--- src/rtl/uart_fifo_window_pkg.sv ---
package uart_fifo_window_pkg;

    typedef enum logic [2:0] {
        ACC_NONE  = 3'd0,
        ACC_FIFO  = 3'd1,
        ACC_PAIR  = 3'd2,
        ACC_HOLD  = 3'd3,
        ACC_LSTAT = 3'd4
    } acc_kind_e;

    // Enable patterns starting at lane 0 map to a byte count; others give 0.
    function automatic logic [2:0] lanes_from_be(input logic [3:0] be);
        case (be)
            4'b0001: return 3'd1;
            4'b0011: return 3'd2;
            4'b0111: return 3'd3;
            4'b1111: return 3'd4;
            default: return 3'd0;
        endcase
    endfunction

endpackage

--- src/rtl/ufw_decode.sv ---
module ufw_decode
    import uart_fifo_window_pkg::*;
#(
    parameter int NUM_CH = 8,
    parameter int CH_W   = 3,
    parameter int ADDR_W = 13
) (
    input  logic [ADDR_W-1:0] addr,
    input  logic [3:0]        be,
    output acc_kind_e         kind,
    output logic [CH_W-1:0]   chan,
    output logic [2:0]        nbytes
);
    logic [1:0] page;
    logic [5:0] word;

    assign page = addr[9:8];
    assign word = addr[7:2];
    assign chan = addr[ADDR_W-1:10];

    always_comb begin
        kind   = ACC_NONE;
        nbytes = 3'd0;
        if (int'(chan) < NUM_CH) begin
            case (page)
                2'd0: begin
                    if (word == 6'd0 && be == 4'b0001) begin
                        kind   = ACC_HOLD;
                        nbytes = 3'd1;
                    end else if (word == 6'd1 && be == 4'b0010) begin
                        kind = ACC_LSTAT;
                    end
                end
                2'd1: begin
                    nbytes = lanes_from_be(be);
                    if (nbytes != 3'd0) kind = ACC_FIFO;
                end
                default: begin
                    if (be == 4'b0011) begin
                        kind   = ACC_PAIR;
                        nbytes = 3'd1;
                    end else if (be == 4'b1111) begin
                        kind   = ACC_PAIR;
                        nbytes = 3'd2;
                    end
                end
            endcase
        end
    end
endmodule

--- src/rtl/ufw_rx_pack.sv ---
module ufw_rx_pack
    import uart_fifo_window_pkg::*;
#(
    parameter int LVL_W = 9
) (
    input  acc_kind_e        kind,
    input  logic [2:0]       nbytes,
    input  logic [LVL_W-1:0] level,
    input  logic [3:0][7:0]  head_data,
    input  logic [3:0][7:0]  head_stat,
    output logic [31:0]      word,
    output logic [2:0]       take
);
    logic [2:0] avail;

    assign avail = (level >= LVL_W'(nbytes)) ? nbytes : level[2:0];

    always_comb begin
        word = 32'd0;
        take = 3'd0;
        case (kind)
            ACC_FIFO, ACC_HOLD: begin
                take = avail;
                for (int i = 0; i < 4; i++) begin
                    if (i < int'(avail)) word[8*i +: 8] = head_data[i];
                end
            end
            ACC_PAIR: begin
                take = avail;
                for (int p = 0; p < 2; p++) begin
                    if (p < int'(avail)) begin
                        word[16*p +: 8]     = head_data[p];
                        word[16*p + 8 +: 8] = head_stat[p] | 8'h01;
                    end
                end
            end
            ACC_LSTAT: begin
                if (level != '0) word[15:8] = head_stat[0] | 8'h01;
            end
            default: ;
        endcase
    end
endmodule

--- src/rtl/ufw_tx_gate.sv ---
module ufw_tx_gate #(
    parameter int LVL_W = 9
) (
    input  logic [2:0]       nbytes,
    input  logic [LVL_W-1:0] free,
    output logic [2:0]       push,
    output logic             over
);
    assign over = (LVL_W'(nbytes) > free);
    assign push = over ? free[2:0] : nbytes;
endmodule

--- src/rtl/uart_fifo_window.sv ---
module uart_fifo_window
    import uart_fifo_window_pkg::*;
#(
    parameter int NUM_CH = 8,
    parameter int LVL_W  = 9,
    localparam int CH_W   = $clog2(NUM_CH),
    localparam int ADDR_W = CH_W + 10
) (
    input  logic                          clk,
    input  logic                          rst_n,
    input  logic                          bus_rd,
    input  logic                          bus_wr,
    input  logic [ADDR_W-1:0]             bus_addr,
    input  logic [3:0]                    bus_be,
    input  logic [31:0]                   bus_wdata,
    output logic [31:0]                   bus_rdata,
    input  logic [NUM_CH-1:0][LVL_W-1:0]  rx_level,
    input  logic [NUM_CH-1:0][3:0][7:0]   rx_head_data,
    input  logic [NUM_CH-1:0][3:0][7:0]   rx_head_stat,
    output logic [NUM_CH-1:0][2:0]        rx_pop_n,
    input  logic [NUM_CH-1:0][LVL_W-1:0]  tx_free,
    output logic [NUM_CH-1:0][2:0]        tx_push_n,
    output logic [31:0]                   tx_push_data,
    output logic [NUM_CH-1:0]             tx_ovf
);
    typedef struct packed {
        logic [31:0]       rdata;
        logic [NUM_CH-1:0] ovf;
    } state_t;

    state_t st_d, st_q;

    acc_kind_e       kind;
    logic [CH_W-1:0] chan;
    logic [2:0]      nbytes;
    logic [31:0]     rx_word;
    logic [2:0]      rx_take;
    logic [2:0]      tx_push;
    logic            tx_over;
    logic            is_rx_kind;
    logic            is_tx_kind;

    ufw_decode #(
        .NUM_CH (NUM_CH),
        .CH_W   (CH_W),
        .ADDR_W (ADDR_W)
    ) decode_i (
        .addr   (bus_addr),
        .be     (bus_be),
        .kind   (kind),
        .chan   (chan),
        .nbytes (nbytes)
    );

    ufw_rx_pack #(
        .LVL_W (LVL_W)
    ) rx_pack_i (
        .kind      (kind),
        .nbytes    (nbytes),
        .level     (rx_level[chan]),
        .head_data (rx_head_data[chan]),
        .head_stat (rx_head_stat[chan]),
        .word      (rx_word),
        .take      (rx_take)
    );

    ufw_tx_gate #(
        .LVL_W (LVL_W)
    ) tx_gate_i (
        .nbytes (nbytes),
        .free   (tx_free[chan]),
        .push   (tx_push),
        .over   (tx_over)
    );

    assign is_rx_kind = (kind == ACC_FIFO) || (kind == ACC_PAIR) ||
                        (kind == ACC_HOLD) || (kind == ACC_LSTAT);
    assign is_tx_kind = (kind == ACC_FIFO) || (kind == ACC_HOLD);

    always_comb begin
        st_d       = st_q;
        st_d.rdata = 32'd0;
        rx_pop_n   = '0;
        tx_push_n  = '0;
        if (bus_rd) begin
            if (is_rx_kind) begin
                st_d.rdata     = rx_word;
                rx_pop_n[chan] = rx_take;
            end
        end else if (bus_wr && is_tx_kind) begin
            tx_push_n[chan] = tx_push;
            if (tx_over) st_d.ovf[chan] = 1'b1;
        end
    end

    always_ff @(posedge clk or negedge rst_n) begin
        if (!rst_n) st_q <= '0;
        else        st_q <= st_d;
    end

    assign bus_rdata    = st_q.rdata;
    assign tx_ovf       = st_q.ovf;
    assign tx_push_data = bus_wdata;

endmodule

--- config.mk ---
export PLATFORM = sky130hd
export DESIGN_NAME = uart_fifo_window
export DESIGN_NICKNAME = d
export VERILOG_FILES = /design/src/rtl/uart_fifo_window_pkg.sv /design/src/rtl/ufw_decode.sv /design/src/rtl/ufw_rx_pack.sv /design/src/rtl/ufw_tx_gate.sv /design/src/rtl/uart_fifo_window.sv
export SDC_FILE = /design/constraint.sdc
export NUM_CORES = 1
export LEC_CHECK = 0
export CELL_PAD_IN_SITES_DETAIL_PLACEMENT = 2
export CELL_PAD_IN_SITES_GLOBAL_PLACEMENT = 2
export CORE_AREA = 2 2 324 326
export DETAILED_ROUTE_END_ITERATION = 12
export DIE_AREA = 0 0 326 328
export GPL_TIMING_DRIVEN = 0
export PLACE_DENSITY_LB_ADDON = 0.1
export SYNTH_ARGS = -nofsm -noshare
export SYNTH_HDL_FRONTEND = slang
export SYNTH_HIERARCHICAL = 1
export SYNTH_SLANG_ARGS = --single-unit
export TNS_END_PERCENT = 5
--- constraint.sdc ---
create_clock -name clk -period 8.89 [get_ports clk]
set_clock_uncertainty 0.2 [all_clocks]
set_input_delay 1.3335 -clock clk [delete_from_list [all_inputs] [get_ports clk]]
set_output_delay 1.3335 -clock clk [all_outputs]
set_load 0.02 [all_outputs]
* Word-level counts from Yosys, hierarchy flattened
Cells that the tools add are included. Widths: inputs -> output; s select.
Storage, ports and cells: flip-flop bits (word level) 40, bits of input ports 709, output and inout port bits 120, logic and storage cells 82
Cells by class: $lt $le $gt $ge 8, eq/ne operators 11, muxes and demuxes 42, bitwise logic cells 4, reductions and logical operators 15
Operators by type and width (number):
- $bmux 32 s3 | 2
- $mux 24 | 4
- $mux 32 | 3
- $bmux 9 s3 | 2
- $and 24x24->24 | 2
- $mux 16 | 3
- $mux 8 | 5
- $pmux 16 s2 | 1
- $mux 3 | 9
- $pmux 8 s3 | 1
- $mux 9 | 2
- $pmux 8 s2 | 1
- $pmux 3 s2 | 2
- $pmux 3 s4 | 1
- $demux 3 s3 | 1
- $ge 9x3->1 | 1
- $gt 3x9->1 | 1
- $reduce_bool 9->1 | 1
- $eq 4x2->1 const B | 2
- $or 8x8->8 | 1
- $eq 3x2->1 const B | 2
- $eq 6x1->1 const B | 1
- $logic_not 6->1 | 1
- $lt 1x3->1 const A | 2
- other kinds (20) | 29

* Longest topological paths before layout
Gate-level depths: netlist (run 1).
depth after elaboration 12, gate-level depth with buffers 15

* Cells and area by module
The synthesis (run 1) kept the hierarchy.
By module, submodules not included:
- uart_fifo_window | times used 1, cells each 504, area each 7402.1 um2, sequential area each 1001.0 um2
- ufw_rx_pack | times used 1, cells each 142, area each 863.3 um2, sequential area each 0.0 um2
- ufw_decode | times used 1, cells each 31, area each 193.9 um2, sequential area each 0.0 um2
- ufw_tx_gate | times used 1, cells each 17, area each 140.1 um2, sequential area each 0.0 um2

* Worst setup path after synthesis (run 1)
OpenSTA, ideal clock, no wires.
kind input to output, start point in bus_addr[11], end point out rx_pop_n[10] (netlist name), arrival time 5078 ps, required time 7357 ps, setup slack 2279 ps, stages 15, path buffers 5, cell sequence buf_4 -> clkbuf_1 -> buf_2 -> clkbuf_1 -> mux4_1 -> mux2_2 -> inv_1 -> ha_1 -> nor3b_1 -> o211ai_4 -> buf_2 -> mux2i_1 -> nor2_1 -> inv_1 -> a2111oi_0
RTL lines:
- start, declared | line uart_fifo_window.sv:13 | input logic [ADDR_W-1:0] bus_addr,
- end, declared | line uart_fifo_window.sv:20 | output logic [NUM_CH-1:0][2:0] rx_pop_n,

==> key figures, run 1 <==
Status
  – Outcome: complete, no violations

Layout
  – Layout overhead on the synthesized area: 112%
  – Final #Nets: roughly 2000
  – Share of cells above drive strength 1: a little under a fifth

Clock tree
  – CTS clk-pin slew, worst paths: 0.07 ns
  – Hold buffers post-CTS: 0
  – CTS Root Cell: clkbuf_16
  – CTS tree: yes
  – Clock Latency Late Sink: 0.30 ns
  – CTS Buf Count: 5
  – CTS Buffer Depth: 2
  – Post-CTS setup buffer count: 0
  – Clk sink count: 40
  – Post-cts sizing count: 0
  – CTS H-tree depth: 2

GRT
  – GR Overflow Total: 0
  – Largest net degree at the start of global routing: 28
  – Tot GR Track Use: approximately an eighth
  – First-pass GRT wire length: roughly 94 mm
  – Vias in the first global route: around 10000
  – Initial antenna violation count: 18

Synth
  – Syn Nets: roughly 1400
  – Post-Syn Area: around 7500 um^2
  – Synth warnings: 6
  – Post-Synthesis Cells: between 600 and 700
  – Avg Cell Area, Syn: roughly 12 um^2

Drt
  – DR iter-0 viols: ~330
  – Vias per inst: ~3.3
  – Drt drc: 0
  – Number of nets with antenna violations after routing: 0
  – Via Count: around 8800
  – Routed WL per cell: between 20 and 30 um
  – Detailed Route WL: between 70 and 80 mm
  – DRT Pass-1 Iters: 6

Die
  – Initial core utilization: 7.28%
  – Die Y-Extent: between 300 and 400 um
  – Die area: 107000 um^2
  – Die span in x: roughly 330 um
  – CORE AREA: slightly above 100000 um^2
  – Ports: 829
  – Rows: about 120

Placement
  – IO buf count: around 650
  – Pre-CTS WS: about 0.46 ns
  – Gpl congestion: about 0.8
  – DP HPWL: 64.1 mm

Timing
  – Final setup vio count: 0
  – Fin. max-slew vios: 0
  – Tcrit/Tclk final: ~90%
  – RSZ-0062 raised after global routing: false
  – Count of final hold-check violations: 0
  – Slew HR: 15.8%
  – Worst setup margin: 0.780 ns
  – Worst Tran Pin Value: roughly 1.3 ns
  – Setup TNS: 0 ns
  – Max Freq: approximately 120 MHz
  – Post-route minimum period: just over 8 ns

Worst setup path
  – Max FO, Critical Path: 9
  – Worst r2r src: tx_ovf[1]$_DFFE_PN0P_
  – R2R cell count: 1
  – CP endpoint kind: output port
  – WS Path Type: primary input to output port
  – Crit path DAT: 6.58 ns
  – Critical Path RT: 7.36 ns
  – R2r setup slk: 7.98 ns
  – Worst R2R End: tx_ovf[1]$_DFFE_PN0P_
  – Type of origin of the critical path: primary input

Power and ir drop
  – Pleak: between 5 and 6 nW
  – Peak VDD IR: approximately 52 uV
  – Tot Pwr: 0.984 mW
  – Pwr/cell area: 61.9 nW/um^2

Job
  – MaxCap Viol Count: 0

Hold path
  – Min-Delay Endpoint: tx_ovf[0]$_DFFE_PN0P_
  – Hold Crit Class: register to register
  – Hold Path Stages: 1
  – Hold Crit Start: tx_ovf[0]$_DFFE_PN0P_
-- how the worst max path moves through the flow --
stage | startpoint | end | slack, ns | cells after the start
6_report | bus_addr[11] | rx_pop_n[23] | 0.78 | 14
5_1_grt | bus_addr[12] | rx_pop_n[5] | 0.19 | 13
4_1_cts | bus_addr[12] | rx_pop_n[5] | 0.44 | 13
3_5_place_dp | bus_addr[12] | rx_pop_n[5] | 0.46 | 13
3_3_place_gp | bus_addr[12] | rx_pop_n[5] | 0.43 | 13
2_1_floorplan | bus_addr[10] | rx_pop_n[10] | 2.29 | 15
-- critical path: stages --
cell	delay (ns)
buf_4	0.08
clkbuf_1	0.23
buf_2	0.41
clkbuf_1	0.58
mux4_1	0.52
mux2_2	0.40
ha_1	0.29
o21ai_0	0.13
o211ai_4	0.33
mux2i_1	0.98
nor2_1	0.21
inv_1	0.33
a2111oi_0	0.12
clkdlybuf4s50_1	0.62
-- power by group --
part / internal [mW] / leakage [nW] / total [mW] / switching (mW)
registers: 0.182 / 0.559 / 0.182 / 0.0000365
logic: 0.374 / 4.67 / 0.605 / 0.231
clock network: 0.103 / 0.0657 / 0.197 / 0.0947
total: 0.658 / 5.30 / 0.984 / 0.326
-- area by class of cell --
| type | instances | area, um^2 |
|---|---|---|
| Clock inverter | 2 | 12.5 |
| Sequential cell | 40 | 1000 |
| Clock buffer | 5 | 125 |
| Fill cell | 11700 | 87300 |
| Multi-Input combinational cell | 459 | 5690 |
| Buffer | 114 | 722 |
| Timing Repair Buffer | 648 | 6490 |
| Antenna cell | 10 | 25.0 |
| Inverter | 25 | 93.8 |
| Tap cell | 1380 | 1730 |
-- metrics by stage --
stage               cells  instance area (um^2)  util (%)  hold slack (ns)
global route         2678                 15900      15.4            0.306
floorplan             638                  7510         -            0.378
CTS                  2673                 15900      15.4            0.297
global placement     2664                 15700      15.2            0.263
detailed placement   2666                 15700      15.2            0.283
finish               2683                 15900      15.4            0.286
-- flip-flops by register name, indices dropped and copies added (netlist names) --
name / flops
tx_ovf: 8
bus_rdata: 32
-- cells in the final DEF, fill, tap and decap left out, drive strengths merged, types with 2 or more instances in the layout --
| master | instances |
|---|---|
| clkdlybuf4s50 | 645 |
| buf | 77 |
| clkbuf | 45 |
| nor4 | 4 |
| o221ai | 8 |
| or3b | 5 |
| nand3b | 3 |
| dfrtp | 40 |
| mux2i | 3 |
| a41o | 8 |
| inv | 22 |
| nor2 | 12 |
| nor3 | 30 |
| clkinv | 4 |
| ha | 6 |
| and3 | 6 |
| mux2 | 71 |
| diode | 10 |
| o22ai | 16 |
| a2111oi | 24 |
| nand2b | 2 |
| nor3b | 13 |
| a32oi | 7 |
| nand3 | 7 |
| mux4 | 128 |
| nor2b | 6 |
| nor4b | 31 |
| a21oi | 6 |
| o21ai | 7 |
| and2 | 2 |
| nand2 | 43 |
-- metal layers --
| layer | wire length, um | up-vias | GRT usage, % | share of wire [%] |
|---|---|---|---|---|
| met3 | 4390 | 32 | 3.20 | 6.2 |
| met5 | 103 | - | 0 | 0.14 |
| met4 | 604 | 16 | 1.97 | 0.85 |
| li1 | - | 3952 | - | - |
| met2 | 37200 | 354 | 23.8 | 52 |
| met1 | 28900 | 4495 | 15.1 | 41 |
Power figures use the tool's default switching activity.
==> run 2, diff against run 1 <==
Settings changed: GPL_ROUTABILITY_DRIVEN set to 0.
==> results of run 2 <==
No change in the layout: final DEF, timing and power equal those of run 1.
